===== config.mk =====
export PLATFORM = sky130hd
export DESIGN_NAME = dual_ratio_divider
export DESIGN_NICKNAME = d
export VERILOG_FILES = /design/src/rtl/drd_pkg.sv /design/src/rtl/drd_feedback.sv /design/src/rtl/drd_shift_chain.sv /design/src/rtl/drd_phase_decode.sv /design/src/rtl/dual_ratio_divider.sv
export SDC_FILE = /design/constraint.sdc
export NUM_CORES = 1
export LEC_CHECK = 0
export ABC_AREA = 1
export BUFFER_PORTS_ARGS = -buffer_cell sky130_fd_sc_hd__buf_2
export CORE_AREA = 2 2 39 41
export DETAILED_ROUTE_END_ITERATION = 8
export DIE_AREA = 0 0 41 43
export PLACE_DENSITY_LB_ADDON = 0.3
export SLEW_MARGIN = 40
export SYNTH_ARGS = -nofsm -noshare
export SYNTH_HDL_FRONTEND = slang
export SYNTH_SLANG_ARGS = --single-unit

===== constraint.sdc =====
create_clock -name clk -period 3.59 [get_ports clk]
set_clock_uncertainty 0.2 [all_clocks]
set_input_delay 0.718 -clock clk [delete_from_list [all_inputs] [get_ports clk]]
set_output_delay 0.718 -clock clk [all_outputs]
set_load 0.05 [all_outputs]

===== src/rtl/drd_pkg.sv =====
package drd_pkg;
  localparam int STATE_W    = 4;
  localparam int NTSC_DIV   = 2 * STATE_W - 1;
  localparam int PAL_DIV    = 2 * STATE_W + 1;
  localparam int PHASE3_LAG = 3;
  localparam int SETTLE_MAX = 16;

  typedef logic [STATE_W-1:0] taps_t;

  typedef enum logic {
    STD_NTSC = 1'b0,
    STD_PAL  = 1'b1
  } std_e;

  // Serial bit entering stage 0 for the given state and ratio.
  function automatic logic next_bit(input taps_t t, input logic pal);
    logic hi;
    logic mid;
    hi  = pal ? t[STATE_W-1] : t[STATE_W-2];
    mid = pal ? t[STATE_W-2] : t[STATE_W-3];
    return ~(hi | mid | t[0]) | (hi ^ mid);
  endfunction

  // Register contents after n shifts from state t.
  function automatic taps_t advance(input taps_t t, input logic pal, input int n);
    taps_t s;
    s = t;
    for (int i = 0; i < n; i++) s = {s[STATE_W-2:0], next_bit(s, pal)};
    return s;
  endfunction
endpackage


===== src/rtl/drd_feedback.sv =====
module drd_feedback
  import drd_pkg::*;
(
  input  taps_t state_i,
  input  logic  pal_i,
  output logic  serial_o
);
  always_comb serial_o = next_bit(state_i, pal_i);
endmodule


===== src/rtl/drd_shift_chain.sv =====
module drd_shift_chain
  import drd_pkg::*;
(
  input  logic  clk,
  input  logic  rst_n,
  input  logic  serial_i,
  output taps_t state_o
);
  for (genvar i = 0; i < STATE_W; i++) begin : g_stage
    if (i == 0) begin : g_head
      always_ff @(posedge clk) begin
        if (!rst_n) state_o[i] <= 1'b0;
        else        state_o[i] <= serial_i;
      end
    end else begin : g_body
      always_ff @(posedge clk) begin
        if (!rst_n) state_o[i] <= 1'b0;
        else        state_o[i] <= state_o[i-1];
      end
    end
  end
endmodule


===== src/rtl/drd_phase_decode.sv =====
module drd_phase_decode
  import drd_pkg::*;
(
  input  logic  rst_n,
  input  logic  pal_i,
  input  taps_t state_i,
  output logic  phase0_o,
  output logic  phase3_o
);
  localparam taps_t P0_CODE   = advance('0, STD_NTSC, 1);
  localparam taps_t P3_CODE   = advance('0, STD_NTSC, 1 + PHASE3_LAG);
  localparam taps_t MASK_NTSC = {1'b0, {(STATE_W-1){1'b1}}};

  taps_t mask;

  always_comb begin
    mask     = pal_i ? '1 : MASK_NTSC;
    phase0_o = rst_n && (((state_i ^ P0_CODE) & mask) == '0);
    phase3_o = rst_n && (((state_i ^ P3_CODE) & mask) == '0);
  end
endmodule


===== src/rtl/dual_ratio_divider.sv =====
module dual_ratio_divider
  import drd_pkg::*;
(
  input  logic               clk,
  input  logic               rst_n,
  input  logic               pal_sel,
  output logic               phase0_o,
  output logic               phase3_o,
  output logic [STATE_W-1:0] taps_o
);
  localparam int CNT_W = $clog2(SETTLE_MAX + PAL_DIV) + 1;

  taps_t state;
  logic  serial;

  drd_feedback u_feedback (
    .state_i  (state),
    .pal_i    (pal_sel),
    .serial_o (serial)
  );

  drd_shift_chain u_chain (
    .clk      (clk),
    .rst_n    (rst_n),
    .serial_i (serial),
    .state_o  (state)
  );

  drd_phase_decode u_decode (
    .rst_n    (rst_n),
    .pal_i    (pal_sel),
    .state_i  (state),
    .phase0_o (phase0_o),
    .phase3_o (phase3_o)
  );

  assign taps_o = state;

  // Checker support state.
  logic                  pal_q;
  logic                  armed;
  logic [CNT_W-1:0]      gap_cnt;
  logic [PHASE3_LAG-1:0] p0_hist;
  logic                  sel_changed;

  assign sel_changed = (pal_sel != pal_q);

  always_ff @(posedge clk) begin
    if (!rst_n) begin
      pal_q   <= pal_sel;
      armed   <= 1'b0;
      gap_cnt <= '0;
      p0_hist <= '0;
    end else begin
      pal_q   <= pal_sel;
      p0_hist <= {p0_hist[PHASE3_LAG-2:0], phase0_o};
      if (sel_changed) begin
        armed   <= 1'b0;
        gap_cnt <= '0;
      end else if (phase0_o) begin
        armed   <= 1'b1;
        gap_cnt <= '0;
      end else if (gap_cnt != '1) begin
        gap_cnt <= gap_cnt + 1'b1;
      end
    end
  end


  always_comb begin
    if (!rst_n) begin
      reset_quiet_chk: assert (!phase0_o && !phase3_o);
    end
  end


  period_chk: assert property (@(posedge clk) disable iff (!rst_n)
    (phase0_o && armed) |-> (int'(gap_cnt) == (pal_q ? PAL_DIV : NTSC_DIV) - 1));


  p0_single_chk: assert property (@(posedge clk) disable iff (!rst_n)
    phase0_o |=> !phase0_o);


  p3_single_chk: assert property (@(posedge clk) disable iff (!rst_n)
    phase3_o |=> !phase3_o);


  p3_lag_chk: assert property (@(posedge clk) disable iff (!rst_n)
    p0_hist[PHASE3_LAG-1] |-> phase3_o);


  no_overlap_chk: assert property (@(posedge clk) disable iff (!rst_n)
    $onehot0({phase0_o, phase3_o}));


  shift_chk: assert property (@(posedge clk) disable iff (!rst_n)
    1'b1 |=> (taps_o[STATE_W-1:1] == $past(taps_o[STATE_W-2:0])));


  settle_chk: assert property (@(posedge clk) disable iff (!rst_n)
    int'(gap_cnt) < SETTLE_MAX);
endmodule


=== Word-level counts from Yosys, hierarchy flattened ===
Cells that the tools add are included.

* Flip-flop bits (word level): 4
* Bits in writable memories: 0
* Word-level logic and storage cells: 20
* Latch bits: 0
* Memories kept: 0
* Output and inout bits: 6
* Bits in read-only memories: 0
* Input port bits: 3

* Divide/modulo/power cells: 0
* Multiply operators: 0
* Reductions and logical operators: 4
* Order comparisons: 0
* Eq/ne operators: 0
* Bitwise logic cells: 9
* Shift-type cells: 0
* Add/sub/neg operators: 0
* Muxes and demuxes: 3

{| class="wikitable"
|+ Operators with widths
! cell !! count
|-
| 4-bit bitwise AND || 2
|-
| 4-bit zero test || 2
|-
| 4-bit 2-to-1 mux || 1
|-
| 3-bit inverter || 1
|-
| 1-bit OR || 3
|-
| 1-bit logical AND || 2
|-
| 1-bit 2-to-1 mux || 2
|-
| 1-bit inverter || 2
|-
| 1-bit bitwise XOR || 1
|}

=== Longest topological paths before layout ===
* Depth after elaboration: 5
* Gate-level depth with buffers: 6
* Mapped depth without buffers: 6

=== By module ===
A second synthesis with hierarchy kept.

* Cell total of the unflattened synthesis: 40
* Area, all modules: 227.7 µm²

{| class="wikitable"
|+ Modules (own cells, without submodules)
! module !! sequential area each (µm²) !! area each (µm²) !! cells each !! times used
|-
| drd_shift_chain || 80.1 || 110.1 || 12 || 1
|-
| drd_feedback || 0.0 || 65.1 || 15 || 1
|-
| drd_phase_decode || 0.0 || 52.6 || 13 || 1
|}

=== Least setup slack after synthesis ===
No wires, ideal clock.

* Path type: reg-to-output
* From: register u_chain.state_o[0]
* To: output port phase0_o
* Path slack: 1154 ps
* Path buffers: 0
* Data arrival time: 1518 ps
* Stages on the path, launching flop included: 5
* Required time: 2672 ps
* Path through: dfxtp_1 > nand2_1 > inv_2 > nand2_1 > nor2_1

* Word-level cells in the longest chain between the ends: 4

{| class="wikitable"
|+ RTL lines
! what !! line !! source
|-
| start, declared || drd_shift_chain.sv:7 || <nowiki>output taps_t state_o</nowiki>
|-
| start signal, assigned by index || drd_shift_chain.sv:13 || <nowiki>else state_o[i] <= serial_i;</nowiki>
|-
| 1-bit inverter (no source line) || -- ||
|-
| 4-bit bitwise AND || drd_phase_decode.sv:18 || <nowiki>phase0_o = rst_n && (((state_i ^ P0_CODE) & mask) == '0);</nowiki>
|-
| 4-bit zero test || drd_phase_decode.sv:18 ||
|-
| 1-bit logical AND || drd_phase_decode.sv:18 ||
|-
| end, declared || dual_ratio_divider.sv:7 || <nowiki>output logic phase0_o,</nowiki>
|}

Every way passes these cells.

=== Final worst setup path ===
* From: input port rst_n
* To: output port phase0_o

* Word-level cells in the longest chain between the ends: 1

{| class="wikitable"
|+ RTL lines
! what !! line !! source
|-
| start, declared || dual_ratio_divider.sv:5 || <nowiki>input logic rst_n,</nowiki>
|-
| 1-bit logical AND || drd_phase_decode.sv:18 ||
|}

Every way passes these cells.

==> results.sh <==
export IMPL_outcome="finished clean"
export IMPL_via_per_inst=3.34
export IMPL_clock_latency_ps=230
export IMPL_largest_reg_flops=4
export IMPL_p_leak_nw=0.160
export IMPL_drt_wl_total_um=409
export IMPL_detailedPlace_worstSlack_ps=1340
export IMPL_fin_tns_setup_ps=0
export IMPL_gr_total_overflow=0
export IMPL_power_frac_comb=0.227
export IMPL_stdcell_count=56
export IMPL_seqPwrFrac=0.374
export IMPL_fp_coreArea_um2=1380
export IMPL_drv_slew=0
export IMPL_antenna_cells=0
export IMPL_max_freq_mhz=447
export IMPL_syn_nets=33
export IMPL_cp_max_fo=4
export IMPL_io_pins=9
export IMPL_critPathTopFamily="buffers and inverters"
export IMPL_antenna_found_initial=0
export IMPL_fp_dieW_um=41
export IMPL_start_util=0.138
export IMPL_yosys_warnings=0
export IMPL_ys_seq_elements=4
export IMPL_clockBufferDepth=2
export IMPL_cts_resized_gates=0
export IMPL_grt_max_degree=6
export IMPL_design_area_um2=274
export IMPL_largest_register="u_chain.state_o"
export IMPL_wl_per_cell_um=7.30
export IMPL_grt_pass1_wl_um=662
export IMPL_muxShareOfSynthArea=0
export IMPL_placed_cells=53
export IMPL_slew_headroom=0.835
export IMPL_ant_nets=0
export IMPL_die_height_um=43
export IMPL_yosysSeqAreaShare=0.418
export IMPL_swShare=0.316
export IMPL_final_common_cell="nand2_1"
export IMPL_synthXorXnorAreaFrac=0
export IMPL_port_buffers=8
export IMPL_worstPathCellList="buf_2 -> nand2_1 -> inv_2 -> nand2_1 -> nor2_1 -> buf_2"
export IMPL_slowest_stage="buf_2"
export IMPL_routabilityCongestion=0.682
export IMPL_clkPwrFrac=0.399
export IMPL_rsz0062_at_grt="false"
export IMPL_cts_setup_buffers=0
export IMPL_finalCritPeriodShare=0.623
export IMPL_htree_levels=1
export IMPL_drc=0
export IMPL_worstMarginPinSlew_ps=249
export IMPL_drive_above_1_share=0.350
export IMPL_die_area_um2=1760
export IMPL_clkTransAtPathRegs_ps=40
export IMPL_setup_ws_ps=1350
export IMPL_syn_avg_cell_area_um2=6.60
export IMPL_synth_top_family_by_area="simple AND/OR/NAND/NOR gates"
export IMPL_hpwlAfterDp_um=348
export IMPL_synth_compound_area_share=0.0784
export IMPL_critical_path_class="input port to output pin"
export IMPL_slowest_delay_ps=260
export IMPL_place_area_um2=251
export IMPL_critPathBufInv=3
export IMPL_cts_root_buf="clkbuf_4"
export IMPL_cp_required_ps=2670
export IMPL_first_pass_iters=3
export IMPL_cts_tree="built"
export IMPL_final_util=0.198
export IMPL_cp_arrival_ps=1320
export IMPL_rows=14
export IMPL_max_vdd_ir_drop_mv=0.0893
export IMPL_switchingPower_uw=43.2
export IMPL_syn_to_final_growth_pct=43.1
export IMPL_final_cell_mix="10 x nand2_1, 8 x buf_2, 6 x inv_1"
export IMPL_critPathLaunchType="input port"
export IMPL_hold_viol=0
export IMPL_synth_simple_gate_area_frac=0.281
export IMPL_powerDensity_nw_per_um2=498
export IMPL_synth_cell_types=10
export IMPL_drtIter0Drc=1
export IMPL_num_vias=187
export IMPL_maxCapViolCount=0
export IMPL_period_minus_slack_ps=2240
export IMPL_cp_end_kind="output pin"
export IMPL_setup_violations_final=0
export IMPL_synthAdderAreaFrac=0.0654
export IMPL_cts_made_buffers=3
export IMPL_grt_pass1_vias=182
export IMPL_largestRegisters="u_chain.state_o x4"
export IMPL_intPower_uw=93.3
export IMPL_cts_hold_buf=0
export IMPL_nets=46
export IMPL_syn_inst=29
export IMPL_hold_class="flop to flop"
export IMPL_grt_use_total=0.0632
export IMPL_clkSinkCount=4
export IMPL_syn_area_um2=191
## power groups by stage
stage | registers (mW) | logic (mW) | clock network [mW]
after floorplan | 0.0619 | 0.0132 | 0
after global placement | 0.0519 | 0.0314 | 0
after detailed placement | 0.0520 | 0.0314 | 0
after CTS | 0.0513 | 0.0314 | 0.0576
after global routing | 0.0518 | 0.0339 | 0.0568
final | 0.0511 | 0.0309 | 0.0545
## per-stage QoR
step                      hold slack [ps]  power (mW)
after global placement                280      0.0833
after detailed placement              283      0.0834
after floorplan                       480      0.0751
after CTS                             288       0.140
after global routing                  315       0.142
final                                 284       0.137
## area by class of cell
cell class / instances / area [µm²]
Sequential cell: 4 / 80.1
Timing Repair Buffer: 8 / 40.0
Clock buffer: 3 / 22.5
Fill cell: 161 / 1110
Inverter: 8 / 30.0
Tap cell: 16 / 20.0
Multi-Input combinational cell: 17 / 81.3
## layer usage
| metal | GRT usage | wire length, µm |
|---|---|---|
| met5 | 0 | 0 |
| met2 | 0.0875 | 211 |
| met3 | 0.0314 | 31 |
| met4 | 0.0800 | 0 |
| met1 | 0.0545 | 165 |
## cell families after synthesis
kind of cell / count (synthesis)
simple gates: 13
compound gates: 3
fa+ha+maj: 1
buf+inv: 8
flops: 4
## cell usage after synthesis
library cell	number	area (µm²)
nor2_2	1	6.26
dfxtp_1	4	80.1
o21ai_0	2	10.0
ha_1	1	12.5
inv_2	2	7.51
a21oi_1	1	5.00
or2_0	1	6.26
inv_1	6	22.5
nor2_1	1	3.75
nand2_1	10	37.5
## worst register-to-register path, stage by stage (launching register included)
cell,delay [ps]
dfxtp_1,390
inv_1,70
nand2_1,50
o21ai_0,70
ha_1,270
inv_1,30
a21oi_1,120
## path summary, 6_finish.rpt
check | endpoint | startpoint | slack (ps) | depth (start not counted)
min reg2reg | u_chain.state_o[3] | u_chain.state_o[2] | 280 | 2
max reg2reg | u_chain.state_o[0] | u_chain.state_o[2] | 2310 | 6
min | u_chain.state_o[3] | u_chain.state_o[2] | 280 | 2
max | phase0_o | rst_n | 1350 | 6
Note: power is estimated with default switching activity, not from simulation.
